### src/rtl/flash_isp_pkg.sv
package flash_isp_pkg;
  localparam int DW     = 8;
  localparam int AW     = 3;
  localparam int SEL_W  = 3;

  localparam logic [AW-1:0] A_MODE = 3'd0;
  localparam logic [AW-1:0] A_AHI  = 3'd1;
  localparam logic [AW-1:0] A_ALO  = 3'd2;
  localparam logic [AW-1:0] A_CTRL = 3'd3;
  localparam logic [AW-1:0] A_CMD  = 3'd4;
  localparam logic [AW-1:0] A_STAT = 3'd5;

  typedef enum logic [1:0] {
    OP_NONE  = 2'd0,
    OP_READ  = 2'd1,
    OP_PROG  = 2'd2,
    OP_ERASE = 2'd3
  } isp_op_e;

  function automatic isp_op_e decode_mode(logic [2:0] m);
    case (m)
      3'b001:  return OP_READ;
      3'b010:  return OP_PROG;
      3'b011:  return OP_ERASE;
      default: return OP_NONE;
    endcase
  endfunction

  // busy time in machine cycles; 0 means the select code is not defined
  function automatic int unsigned busy_mc(isp_op_e op, logic [SEL_W-1:0] sel);
    int unsigned n;
    n = 0;
    if (sel < 3'd4) begin
      case (op)
        OP_ERASE: case (sel[1:0])
                    2'd0: n = 43769; 2'd1: n = 21885; 2'd2: n = 10942; default: n = 5471;
                  endcase
        OP_PROG:  n = 240 >> sel[1:0];
        OP_READ:  case (sel[1:0])
                    2'd0: n = 43; 2'd1: n = 22; 2'd2: n = 11; default: n = 6;
                  endcase
        default:  n = 0;
      endcase
    end
    return n;
  endfunction
endpackage

### src/rtl/isp_regs.sv
module isp_regs
  import flash_isp_pkg::*;
(
  input  logic             clk_i,
  input  logic             rst_ni,
  input  logic             wr_en_i,
  input  logic [AW-1:0]    addr_i,
  input  logic [DW-1:0]    wdata_i,
  input  logic             busy_i,
  output logic [DW-1:0]    mode_o,
  output logic [DW-1:0]    adr_hi_o,
  output logic [DW-1:0]    adr_lo_o,
  output logic             en_o,
  output logic             boot_o,
  output logic             swrst_o,
  output logic [SEL_W-1:0] sel_o
);
  logic [DW-1:0]    mode_q, ahi_q, alo_q;
  logic [SEL_W-1:0] sel_q;
  logic             en_q, boot_q, swrst_q;
  logic             wr_ok;

  assign wr_ok = wr_en_i && !busy_i && !swrst_q;

  // soft-reset domain
  always_ff @(posedge clk_i or negedge rst_ni) begin
    if (!rst_ni) begin
      mode_q  <= '0;
      ahi_q   <= '0;
      alo_q   <= '0;
      sel_q   <= '0;
      swrst_q <= 1'b0;
    end else if (swrst_q) begin
      mode_q  <= '0;
      ahi_q   <= '0;
      alo_q   <= '0;
      sel_q   <= '0;
      swrst_q <= 1'b0;
    end else if (wr_ok) begin
      case (addr_i)
        A_MODE: mode_q <= wdata_i;
        A_AHI:  ahi_q  <= wdata_i;
        A_ALO:  alo_q  <= wdata_i;
        A_CTRL: begin
          sel_q   <= wdata_i[SEL_W-1:0];
          swrst_q <= wdata_i[5];
        end
        default: ;
      endcase
    end
  end

  // power-on-only domain
  always_ff @(posedge clk_i or negedge rst_ni) begin
    if (!rst_ni) begin
      en_q   <= 1'b0;
      boot_q <= 1'b0;
    end else if (wr_ok && addr_i == A_CTRL) begin
      en_q   <= wdata_i[7];
      boot_q <= wdata_i[6];
    end
  end

  assign mode_o   = mode_q;
  assign adr_hi_o = ahi_q;
  assign adr_lo_o = alo_q;
  assign en_o     = en_q;
  assign boot_o   = boot_q;
  assign swrst_o  = swrst_q;
  assign sel_o    = sel_q;

  AST_SWRST_SELF_CLEAR: assert property (@(posedge clk_i) disable iff (!rst_ni)
    swrst_q |=> !swrst_q);
  AST_SWRST_KEEPS_EN: assert property (@(posedge clk_i) disable iff (!rst_ni)
    swrst_q |=> (en_q == $past(en_q)) && (boot_q == $past(boot_q)));
  AST_SWRST_CLEARS: assert property (@(posedge clk_i) disable iff (!rst_ni)
    swrst_q |=> mode_q == '0 && sel_q == '0 && ahi_q == '0 && alo_q == '0);
  AST_NO_WRITE_BUSY: assert property (@(posedge clk_i) disable iff (!rst_ni)
    busy_i && !swrst_q |=> $stable(mode_q) && $stable(sel_q) && $stable(en_q));
endmodule

### src/rtl/isp_unlock_det.sv
module isp_unlock_det #(
  parameter int          DW   = 8,
  parameter logic [DW-1:0] KEY0 = 8'h46,
  parameter logic [DW-1:0] KEY1 = 8'hB9
) (
  input  logic          clk_i,
  input  logic          rst_ni,
  input  logic          clr_i,
  input  logic          cmd_wr_i,
  input  logic [DW-1:0] cmd_i,
  output logic          hit_o
);
  logic armed_q;

  always_ff @(posedge clk_i or negedge rst_ni) begin
    if (!rst_ni)       armed_q <= 1'b0;
    else if (clr_i)    armed_q <= 1'b0;
    else if (cmd_wr_i) armed_q <= !armed_q && (cmd_i == KEY0);
  end

  assign hit_o = armed_q && cmd_wr_i && (cmd_i == KEY1) && !clr_i;

  AST_ARM_FROM_KEY0: assert property (@(posedge clk_i) disable iff (!rst_ni)
    $rose(armed_q) |-> $past(cmd_wr_i) && $past(cmd_i) == KEY0);
  AST_ONE_SHOT: assert property (@(posedge clk_i) disable iff (!rst_ni)
    hit_o |=> !armed_q);
endmodule

### src/rtl/isp_busy_timer.sv
module isp_busy_timer #(
  parameter int CNT_W = 16
) (
  input  logic             clk_i,
  input  logic             rst_ni,
  input  logic             start_i,
  input  logic [CNT_W-1:0] cycles_i,
  output logic             busy_o
);
  logic [CNT_W-1:0] cnt_q;
  logic             busy_q;

  always_ff @(posedge clk_i or negedge rst_ni) begin
    if (!rst_ni) begin
      busy_q <= 1'b0;
      cnt_q  <= '0;
    end else if (start_i) begin
      busy_q <= 1'b1;
      cnt_q  <= cycles_i - 1'b1;
    end else if (busy_q) begin
      if (cnt_q == '0) busy_q <= 1'b0;
      else             cnt_q  <= cnt_q - 1'b1;
    end
  end

  assign busy_o = busy_q;

  AST_CNT_DECR: assert property (@(posedge clk_i) disable iff (!rst_ni)
    busy_q && cnt_q != '0 && !start_i |=> busy_q && cnt_q == $past(cnt_q) - 1'b1);
  AST_BUSY_ENDS: assert property (@(posedge clk_i) disable iff (!rst_ni)
    busy_q && cnt_q == '0 && !start_i |=> !busy_q);
  AST_START_NONZERO: assert property (@(posedge clk_i) disable iff (!rst_ni)
    start_i |-> cycles_i != '0 && !busy_q);
endmodule

### src/rtl/flash_isp_seq.sv
module flash_isp_seq
  import flash_isp_pkg::*;
#(
  parameter int          CNT_W  = 16,
  parameter logic [7:0]  KEY0   = 8'h46,
  parameter logic [7:0]  KEY1   = 8'hB9,
  parameter logic [7:0]  ID_HI  = 8'hF1,
  parameter logic [7:0]  ID_LO  = 8'h04
) (
  input  logic        clk_i,
  input  logic        rst_ni,
  input  logic        wr_en_i,
  input  logic [2:0]  addr_i,
  input  logic [7:0]  wdata_i,
  output logic [7:0]  rdata_o,
  output logic        cpu_hold_o,
  output logic        sw_rst_o,
  output logic        boot_sel_o,
  output logic        flash_start_o,
  output logic [1:0]  flash_op_o,
  output logic [15:0] flash_addr_o
);
  localparam int FA_W = 2 * DW;

  logic [DW-1:0]    mode, ahi, alo;
  logic [SEL_W-1:0] sel;
  logic             en, boot, swrst, busy, hit, trig, cmd_wr;
  isp_op_e          op;
  logic [CNT_W-1:0] cycles;
  logic             start_q;
  isp_op_e          op_q;
  logic [FA_W-1:0]  fa_q;

  isp_regs u_regs (
    .clk_i, .rst_ni, .wr_en_i, .addr_i, .wdata_i,
    .busy_i  (busy),
    .mode_o  (mode),
    .adr_hi_o(ahi),
    .adr_lo_o(alo),
    .en_o    (en),
    .boot_o  (boot),
    .swrst_o (swrst),
    .sel_o   (sel)
  );

  assign cmd_wr = wr_en_i && addr_i == A_CMD && !busy;

  isp_unlock_det #(.DW(DW), .KEY0(KEY0), .KEY1(KEY1)) u_det (
    .clk_i, .rst_ni,
    .clr_i   (swrst),
    .cmd_wr_i(cmd_wr),
    .cmd_i   (wdata_i),
    .hit_o   (hit)
  );

  assign op     = decode_mode(mode[2:0]);
  assign cycles = CNT_W'(busy_mc(op, sel));
  assign trig   = hit && en && cycles != '0;

  isp_busy_timer #(.CNT_W(CNT_W)) u_tmr (
    .clk_i, .rst_ni,
    .start_i (trig),
    .cycles_i(cycles),
    .busy_o  (busy)
  );

  always_ff @(posedge clk_i or negedge rst_ni) begin
    if (!rst_ni) begin
      start_q <= 1'b0;
      op_q    <= OP_NONE;
      fa_q    <= '0;
    end else begin
      start_q <= trig;
      if (trig) begin
        op_q <= op;
        fa_q <= {ahi, alo};
      end
    end
  end

  always_comb begin
    case (addr_i)
      A_MODE:  rdata_o = mode;
      A_AHI:   rdata_o = ahi;
      A_ALO:   rdata_o = alo;
      A_CTRL:  rdata_o = {en, boot, swrst, 2'b00, sel};
      A_CMD:   rdata_o = alo[0] ? ID_LO : ID_HI;
      A_STAT:  rdata_o = {7'd0, busy};
      default: rdata_o = '0;
    endcase
  end

  assign cpu_hold_o    = busy;
  assign sw_rst_o      = swrst;
  assign boot_sel_o    = boot;
  assign flash_start_o = start_q;
  assign flash_op_o    = op_q;
  assign flash_addr_o  = fa_q;

  AST_START_NEEDS_EN: assert property (@(posedge clk_i) disable iff (!rst_ni)
    flash_start_o |-> $past(en));
  AST_START_WITH_HOLD: assert property (@(posedge clk_i) disable iff (!rst_ni)
    flash_start_o |-> cpu_hold_o && flash_op_o != OP_NONE);
  AST_START_PULSE: assert property (@(posedge clk_i) disable iff (!rst_ni)
    flash_start_o |=> !flash_start_o);
endmodule

### config.mk
export PLATFORM = sky130hd
export DESIGN_NAME = flash_isp_seq
export DESIGN_NICKNAME = d
export VERILOG_FILES = /design/src/rtl/flash_isp_pkg.sv /design/src/rtl/isp_regs.sv /design/src/rtl/isp_unlock_det.sv /design/src/rtl/isp_busy_timer.sv /design/src/rtl/flash_isp_seq.sv
export SDC_FILE = /design/constraint.sdc
export NUM_CORES = 1
export LEC_CHECK = 0
export ABC_AREA = 1
export ABC_CLOCK_PERIOD_IN_PS = 4650
export BUFFER_PORTS_ARGS = -buffer_cell sky130_fd_sc_hd__buf_2
export CORE_MARGIN = 5
export CORE_UTILIZATION = 35
export DETAILED_ROUTE_END_ITERATION = 7
export MAX_ROUTING_LAYER = met4
export SKIP_LAST_GASP = 1
export SYNTH_ARGS = -nofsm -noshare
export SYNTH_HDL_FRONTEND = slang
export SYNTH_HIERARCHICAL = 1
export SYNTH_SLANG_ARGS = --single-unit
### constraint.sdc
create_clock -name clk_i -period 4.65 [get_ports clk_i]
set_input_delay 0.2325 -clock clk_i [delete_from_list [all_inputs] [get_ports clk_i]]
set_output_delay 0.2325 -clock clk_i [all_outputs]
set_load 0.1 [all_outputs]
; Word-level counts from Yosys, hierarchy flattened
; Index checks and enable logic that the tools add are counted.
[totals]
mem_bits_rw = 0
output_inout_bits = 30
regBits = 67
inputBits = 14
elab_cells = 93
mem_count = 0
latch_bits = 0
rom_bits = 0
[classes]
magnitude_cmp = 1
muxes = 30
n_reduce_logical = 30
n_addsub = 2
multipliers = 0
bitwise = 0
n_div = 0
eq_ne = 16
shifts = 1
[ops]
columns = operator, count
row1 = case mux 16 bit (3 select lines), 2
row2 = 2-to-1 mux 8 bit, 10
row3 = 2-to-1 mux 16 bit, 4
row4 = case mux 8 bit (6 select lines), 1
row5 = subtractor 16 x 1 -> 16 bit (second input constant), 2
row6 = case mux 6 bit (3 select lines), 1
row7 = logical NOT 16 bit, 1
row8 = nonzero test 16 bit, 1
row9 = right shift 8 x 2 -> 16 bit (first input constant), 1
row10 = nonzero test 2 bit, 7
row11 = == test 3 x 2 -> 1 bit (second input constant), 4
row12 = logical AND 1 bit, 11
row13 = AND reduction 2 bit, 5
row14 = 2-to-1 mux 3 bit, 3
row15 = == test 8 x 7 -> 1 bit (second input constant), 1
row16 = == test 8 bit (second input constant), 1
row17 = 2-to-1 mux 1 bit, 8
row18 = == test 2 bit (second input constant), 3
row19 = == test 3 x 1 -> 1 bit (second input constant), 2
row20 = == test 3 bit (second input constant), 2
row21 = case mux 2 bit (3 select lines), 1
row22 = == test 2 x 1 -> 1 bit (second input constant), 2
row23 = logical NOT 1 bit, 3
row24 = logical NOT 3 bit, 1
row25 = 3 further kinds, 3

; Longest topological paths before layout
; Gate-level depths: netlist (run 1).
[logic_depth]
word_depth = 10
mapped_depth = 25
ltp_nobuf = 22

; Hierarchy
; Netlist (run 1), hierarchy kept.
[modules_own_cells]
columns = mod, instances, area_each_um2, seq_area_each_um2, cells_each
row1 = isp_busy_timer, 1, 1482.7, 425.4, 261
row2 = flash_isp_seq, 1, 1363.8, 475.5, 210
row3 = isp_regs, 1, 1318.8, 750.7, 158
row4 = isp_unlock_det, 1, 126.4, 25.0, 24

; Worst setup path before layout (run 1)
; Ideal clock, no wire load.
[synth_path]
kind = flip-flop to flip-flop
from = register u_tmr.busy_q, in the netlist u_tmr/busy_o
to = register u_tmr.cnt_q[8]
n_path_buf = 2
setup_ns = 0.117
synth_period_minus_slack_ns = 3.207
arrival_time_ns = 3.090
slack_ns = 1.443
stages_incl_launch_ff = 21
cell_sequence = dfrtp_1 > nor2_1 > nand2_1 > nor3_2 > nand3_1 > nor2_1 > nand2_1 > inv_2 > nand3_4 > buf_8 > inv_1 > buf_4 > nand2_1 > nand2_1 > ha_1 > nand2_2 > nor2_4 > nand2_1 > xor2_1 > nand2_1 > nand2_1
[synth_between]
elab_chain_cells = 9
elab_cells_between_ends = 11
[synth_rtl]
columns = element, line_no
row1 = from (decl), isp_busy_timer.sv:11  ; logic busy_q;
row2 = from (signal assigned), isp_busy_timer.sv:15  ; busy_q <= 1'b0;
row3 = from (signal assigned), isp_busy_timer.sv:18  ; busy_q <= 1'b1;
row4 = from (signal assigned), isp_busy_timer.sv:21  ; if (cnt_q == '0) busy_q <= 1'b0;
row5 = logical NOT 1 bit *, flash_isp_seq.sv:46  ; assign cmd_wr = wr_en_i && addr_i == A_CMD && !busy;
row6 = logical AND 1 bit *, flash_isp_seq.sv:46
row7 = via cmd_wr, flash_isp_seq.sv:27  ; logic en, boot, swrst, busy, hit, trig, cmd_wr;
row8 = logical AND 1 bit * (3 in a row), isp_unlock_det.sv:21  ; assign hit_o = armed_q && cmd_wr_i && (cmd_i == KEY1) && !clr_i;
row9 = via hit, flash_isp_seq.sv:27
row10 = logical AND 1 bit * (2 in a row), flash_isp_seq.sv:58  ; assign trig = hit && en && cycles != '0;
row11 = via trig, flash_isp_seq.sv:27
row12 = != test 2 bit (no source line) or nonzero test 2 bit (tied branches), -
row13 = AND reduction 2 bit (no source line), -
row14 = to (signal assigned), isp_busy_timer.sv:19  ; cnt_q <= cycles_i - 1'b1;
row15 = to (signal assigned), isp_busy_timer.sv:22  ; else cnt_q <= cnt_q - 1'b1;
row16 = to (decl), isp_busy_timer.sv:10  ; logic [CNT_W-1:0] cnt_q;
; The timed path passes the listed nets; every way through them passes the cells marked *.
; A chain may end at the register's enable or synchronous reset.

; Worst setup path after layout (run 1)
[layout_path]
from = input addr_i[1]
to = register u_tmr.cnt_q[4]
[layout_between]
elab_chain_cells = 10
elab_cells_between_ends = 12
[layout_rtl]
columns = element, line_no
row1 = from (decl), flash_isp_seq.sv:13  ; input logic [2:0] addr_i,
row2 = == test 3 bit *, flash_isp_seq.sv:46
row3 = logical AND 1 bit * (2 in a row), flash_isp_seq.sv:46
row4 = via cmd_wr, flash_isp_seq.sv:27
row5 = logical AND 1 bit * (3 in a row), isp_unlock_det.sv:21
row6 = via hit, flash_isp_seq.sv:27
row7 = logical AND 1 bit * (2 in a row), flash_isp_seq.sv:58
row8 = via trig, flash_isp_seq.sv:27
row9 = != test 2 bit (no source line) or nonzero test 2 bit (tied branches), -
row10 = AND reduction 2 bit (no source line), -
; Marks and branches as above.

==> impl_metrics.ini, run 1 <==
[synthesis]
synth_top_flop_cell = dfrtp_1
syn-num-nets = 668
ys_top_cells_by_count = nand2_1, inv_1, dfrtp_1
ys_top_cells_by_area = dfrtp_1, nand2_1, nand3_1
yosysTopAreaCell = dfrtp_1
syn_area_um2 = 4290
ys_seq_area_share_pct = 39.1
synth_edf_count = 0
ys_ff_latch = 67
yosys.cell_types.count = 28
netlist.area_leader.share_pct = 39.1
yosysWarnings = 6
postSynth.asyncResetShare_pct = 100
synth_cells = 653
synth.most_common_cell = nand2_1
avgSynthCellArea_um2 = 6.57

[setup_path]
cp.arrival_ns = 3.71
critPathCaptureType = register
critPathBufInv = 4
path_cells = buf_2 > nor2_2 > nand3_1 > nor2_1 > nand2_1 > nor3_2 > nand3_1 > nor2_1 > nand2_1 > inv_2 > nand3_4 > inv_1 > inv_2 > nand2_1 > nand2_1 > ha_1 > nand2_2 > nor2_4 > xor2_1 > nand2_1 > o21ai_0
crit_family = simple AND/OR/NAND/NOR gates
required_ns = 4.83
critPathMaxFanout = 26
path_class = input port to register
cpMaxStageDelayCell = nor2_2
crit_top_cell = nand2_1
max_stage_delay_ns = 0.37
start_kind = input port

[cells_and_area]
area_growth_syn_to_layout_pct = 13.2
n_antenna_cell = 0
fin_nets = 700
drive_gt1_share_pct = 12.9

[cts]
numCtsBuffers = 9
cts_root_buf = clkbuf_16
post_cts_buffers = 0
cts_max_path_buffers = 2
clk_pin_slew_ns = 0.07
clock_latency_ns = 0.34
cts-resized-gates = 0
cts_tree = done
ctsHtreeMaxLevel = 3
cts_hold_buffers = 0
numClockSinks = 67

[grt]
grt_max_degree = 68
grt_pass1_wl_mm = 19.4
grtUsageMet2_pct = 25.4
busiest_layer = met2
track_usage_pct = 17.1
antenna_found_initial = 0
overflow = 0
grt_pass1_vias = 3923
use_met1_pct = 23.7
use_met3_pct = 2.20

[drt]
drc = 0
routedWlPerCell_um = 13.8
drt-total-wl_mm = 11.5
viasPerCell = 4.95
firstDrtPassIters = 5
vias = 4140
ant_nets = 0
drt-initial-drc-count = 447

[placed_design]
hpwl_mm = 8.50
gp_congestion = 0.903
io_buffers = 43

[timing]
max_freq_mhz = 284
rsz0062_at_grt = false
slew_headroom_pct = 28.6
min_period_over_period_pct = 75.8
finClkSkew_ns = 0.0139
setup-tns-final_ns = 0
hold_violations = 0
setup-violations-final = 0
hold_ws_ns = 0.0407
layout_min_cycle_time_ns = 3.53
drv_slew = 0
worst_pin_slew_ns = 1.07

[floorplanning]
io-pin-count = 44
die_w_um = 121
coreArea_um2 = 12000
fp-row-count = 40
die_h_um = 121
dieArea_um2 = 14600
start_util_pct = 35.7

[pwr]
peakVddDrop_mv = 0.158
total_power_w = 0.00139
powerDensity_nw_per_um2 = 286
leakage_nw = 2.66

[flow_run]
drv_cap = 0

[hold_path]
worstHoldPathType = input port to asynchronous set/reset pin

[run_status]
status = completed
[cell usage in the layout, fill, tap and decap left out, drive strengths merged, types with 4 or more instances in the layout]
cell type	Yosys	final
a21oi	8	8
buf	22	45
clkbuf	2	10
clkinv	2	4
dfrtp	67	67
inv	78	81
nand2	284	284
nand3	63	63
nand4	37	37
nor2	65	65
nor3	4	4
o21ai	15	15
xor2	4	4
[stage by stage]
| stage | setup slack, ns | instance area, um2 | std cells | utilization [%] |
|---|---|---|---|---|
| 3_3_place_gp | 1.02 | 4550 | 821 | 37.9 |
| 5_1_grt | 0.717 | 4860 | 837 | 40.4 |
| 4_1_cts | 1.16 | 4860 | 837 | 40.4 |
| 2_1_floorplan | 1.44 | 4290 | 653 | - |
| 6_report | 1.12 | 4860 | 837 | 40.4 |
| 3_5_place_dp | 0.841 | 4550 | 821 | 37.9 |
[kinds of logic (layout without fill, tap and decap cells)]
group / Yosys count / after routing / share of synthesized area, %
AND/OR/NAND/NOR: 453 / 453 / 46.1
adder cells (fa/ha/maj): 1 / 1 / 0.291
XOR/XNOR: 5 / 5 / 1.02
flip-flops: 67 / 67 / 39.1
AO/OA/AOI/OAI: 23 / 23 / 2.77
buffers and inverters: 104 / 141 / 10.7
[worst paths after layout]
path,startpoint,end,slack (ns),cells past startpoint
setup reg to reg,u_tmr/busy_o$_DFF_PN0_,u_tmr/cnt_q[4]$_DFFE_PN0P_,1.15,18
setup / recovery,addr_i[1],u_tmr/cnt_q[4]$_DFFE_PN0P_,1.12,21
hold reg to reg,flash_addr_o[4]$_DFFE_PN0P_,flash_addr_o[4]$_DFFE_PN0P_,0.46,2
max in group asynchronous,rst_ni,u_regs/adr_lo_o[1]$_DFFE_PN0P_,3.99,2
min in group clk_i,wdata_i[5],u_regs/swrst_o$_DFF_PN0_,0.14,3
hold / removal,rst_ni,u_regs/mode_o[5]$_DFFE_PN0P_,0.04,2
[layer usage]
metal	wire [um]	vias to the layer above
li1	-	2115
met1	5710	1914
met2	5060	96
met3	514	15
met4	226	0
met5	0	-
[layout make-up]
class / instances / area [um2]
clock inverter: 6 / 70.1
inverter: 80 / 303
multi-input combinational: 482 / 2150
tap: 147 / 184
sequential: 67 / 1680
clock buffer: 10 / 239
timing repair buffer: 45 / 230
fill: 1312 / 7150
[power breakdown]
group | leakage, nW | total (W) | switching, W | internal, W
sequential | 0.876 | 0.000592 | 0.00000519 | 0.000587
combinational | 1.63 | 0.0000821 | 0.0000665 | 0.0000156
clock | 0.154 | 0.000717 | 0.000281 | 0.000436
total | 2.66 | 0.00139 | 0.000353 | 0.00104
[sequential cells by signal (all words and copies together), names as in the netlist]
name and cells:
flash_addr_o 16, u_tmr/cnt_q 16, u_regs/adr_hi_o 8, u_regs/adr_lo_o 8, u_regs/mode_o 8, u_regs/sel_o 3, flash_op_o 2, flash_start_o 1
u_det/armed_q 1, u_regs/boot_o 1, u_regs/en_o 1, u_regs/swrst_o 1, u_tmr/busy_o 1
No activity file was read; power rests on OpenSTA's default activity.
==> run 2: changes to the inputs <==
--- a/config.mk
+++ b/config.mk
@@ -6,7 +6,7 @@
 export NUM_CORES = 1
 export LEC_CHECK = 0
 export ABC_AREA = 1
-export ABC_CLOCK_PERIOD_IN_PS = 4650
+export ABC_CLOCK_PERIOD_IN_PS = 2800
 export BUFFER_PORTS_ARGS = -buffer_cell sky130_fd_sc_hd__buf_2
 export CORE_MARGIN = 5
 export CORE_UTILIZATION = 35
==> constraint.sdc (replaced) <==
create_clock -name clk_i -period 2.8 [get_ports clk_i]
set_input_delay 0.14 -clock clk_i [delete_from_list [all_inputs] [get_ports clk_i]]
set_output_delay 0.14 -clock clk_i [all_outputs]
set_load 0.1 [all_outputs]
==> run 2 against run 1 <==
Compared with the run above: flip-flop and latch count did not move; via count rose by 1.0%; critical path depth fell by 2; cell count rose by 1.3%; total power rose by 74%; global-route usage rose by 0.58 points; setup slack got worse by 0.90 ns; largest cell class unchanged; highest routed layer unchanged.
==> impl_metrics.ini, run 2 (synthesis results as in run 1) <==
[run_status]
status = completed

[drt]
viasPerCell = 4.93
drt-initial-drc-count = 365
firstDrtPassIters = 5
drc = 0
vias = 4183
routedWlPerCell_um = 14.1
ant_nets = 0
drt-total-wl_mm = 12.0

[grt]
overflow = 0
grt_pass1_wl_mm = 20.1
grt_pass1_vias = 4028
antenna_found_initial = 0
track_usage_pct = 17.6
grt_max_degree = 68

[setup_path]
start_kind = register
setup.worst_path.end = u_tmr/cnt_q[8]$_DFFE_PN0P_
cp.arrival_ns = 2.86
timing.rr.start = u_tmr/busy_o$_DFF_PN0_
rr_worst_depth = 19
path_class = register to register
path_cells = nor2_2 > nand2_1 > nor3_2 > nand3_1 > nor2_2 > nand2_1 > inv_2 > nand3_4 > inv_4 > inv_4 > nand2_1 > nand2_2 > ha_2 > nand2_2 > nor2_4 > nand2_1 > xor2_1 > nand2_1 > nand2_1
crit_top_cell = nand2_1
worstReg2RegEnd = u_tmr/cnt_q[8]$_DFFE_PN0P_
cpMaxStageDelayCell = dfrtp_4
rrSetupSlack_ns = 0.22
crit_start = u_tmr/busy_o$_DFF_PN0_
critPathCaptureType = register
required_ns = 3.08
critPathMaxFanout = 26
max_stage_delay_ns = 0.48

[timing]
slew_headroom_pct = 26.0
max_freq_mhz = 388
rsz0062_at_grt = false
hold_violations = 0
setup-violations-final = 0
finClkSkew_ns = 0.0103
worst_pin_slew_ns = 1.11
min_period_over_period_pct = 92.1
setup-tns-final_ns = 0
drv_slew = 0
layout_min_cycle_time_ns = 2.58

[pwr]
leakage_nw = 2.72
p_sw_share_pct = 25.3
switchingPower_w = 0.000612
peakVddDrop_mv = 0.312
powerDensity_nw_per_um2 = 483
cellInternalPower_w = 0.00181
seqPwrFrac_pct = 40.6
p_comb_share_pct = 6.1
total_power_w = 0.00242
clock_power_share_pct = 53.2

[cts]
ctsHtreeMaxLevel = 3
clk_pin_slew_ns = 0.07
clock_latency_ns = 0.34
numCtsBuffers = 9
cts_root_buf = clkbuf_16
numClockSinks = 67
cts_tree = done
post_cts_buffers = 0
cts_max_path_buffers = 2

[hold_path]
worstHoldPathType = input port to register

[cells_and_area]
layout_common_cells = nand2_1, inv_1, dfrtp_1
regArea_um2 = 1680
area_growth_syn_to_layout_pct = 16.7
n_antenna_cell = 0
drive_gt1_share_pct = 15.4
n_fill_cell = 1261
multi_input_area_um2 = 2170
fin_nets = 711
final_common_cell = nand2_1

[floorplanning]
start_util_pct = 35.7
die_w_um = 121
dieArea_um2 = 14600
coreArea_um2 = 12000
fp-row-count = 40
io-pin-count = 44
die_h_um = 121

[placed_design]
hpwl_mm = 8.78
io_buffers = 43
gp_congestion = 0.916

[flow_run]
drv_cap = 0
-- run 2: worst min-delay path by stage --
stage               cells past startpoint                     endpoint  startpoint  slack [ns]
detailed placement                      2    u_det/armed_q$_DFFE_PN0P_      rst_ni        0.20
finish                                  3     u_regs/swrst_o$_DFF_PN0_  wdata_i[5]        0.07
floorplan                               0  flash_addr_o[0]$_DFFE_PN0P_      rst_ni       -0.16
global route                            3     u_regs/swrst_o$_DFF_PN0_  wdata_i[5]        0.08
CTS                                     3     u_regs/swrst_o$_DFF_PN0_  wdata_i[5]        0.07
global placement                        2    u_det/armed_q$_DFFE_PN0P_      rst_ni        0.19
-- run 2: through the flow --
stage	utilization [%]	cells	hold slack, ns	instance area [um2]	setup WS (ns)
5_1_grt	41.7	848	0.0826	5010	0.00646
3_3_place_gp	38.7	831	0.186	4650	0.139
2_1_floorplan	-	653	-0.156	4310	0.0112
3_5_place_dp	38.7	831	0.199	4650	0.0341
6_report	41.7	848	0.0722	5010	0.220
4_1_cts	41.6	848	0.0666	4990	0.0610
-- run 2: worst max-delay path: cells and delay by family (launching register included) --
family,cells,cell delay [ns]
adder cells (fa/ha/maj),1,0.21
flip-flops,1,0.48
XOR/XNOR,1,0.14
AND/OR/NAND/NOR,14,1.31
buffers and inverters,3,0.39
-- run 2: power groups by stage --
| stage | Clock, W | Sequential, W | Combinational, W |
|---|---|---|---|
| after floorplan | 0 | 0.000997 | 0.0000884 |
| after detailed placement | 0 | 0.00100 | 0.000148 |
| after global placement | 0 | 0.00100 | 0.000146 |
| after global routing | 0.00134 | 0.000983 | 0.000163 |
| final | 0.00129 | 0.000983 | 0.000148 |
| after CTS | 0.00131 | 0.000982 | 0.000150 |
-- run 2: metal layers --
layer	track usage, %	vias up	wire length [um]
met4	5.45	0	182
met2	25.9	97	5220
met3	2.81	11	649
met5	-	-	0
met1	25.0	1945	5920
li1	-	2130	-
-- run 2: what timing repair did --
action | in CTS | in global routing
hold buffers | 1 | 0
gates resized for setup | 0 | 7
setup endpoints to repair | 0 | 13
endpoints found under the hold margin | 67 | 0
-- run 2: cell type report --
cell class                      instances  area share [%]
Tap cell                              147            3.67
Sequential cell                        67            33.6
Multi-Input combinational cell        482            43.3
Clock buffer                            9            4.50
Clock inverter                          7            2.17
Timing Repair Buffer                   56            6.62
Inverter                               80            6.15
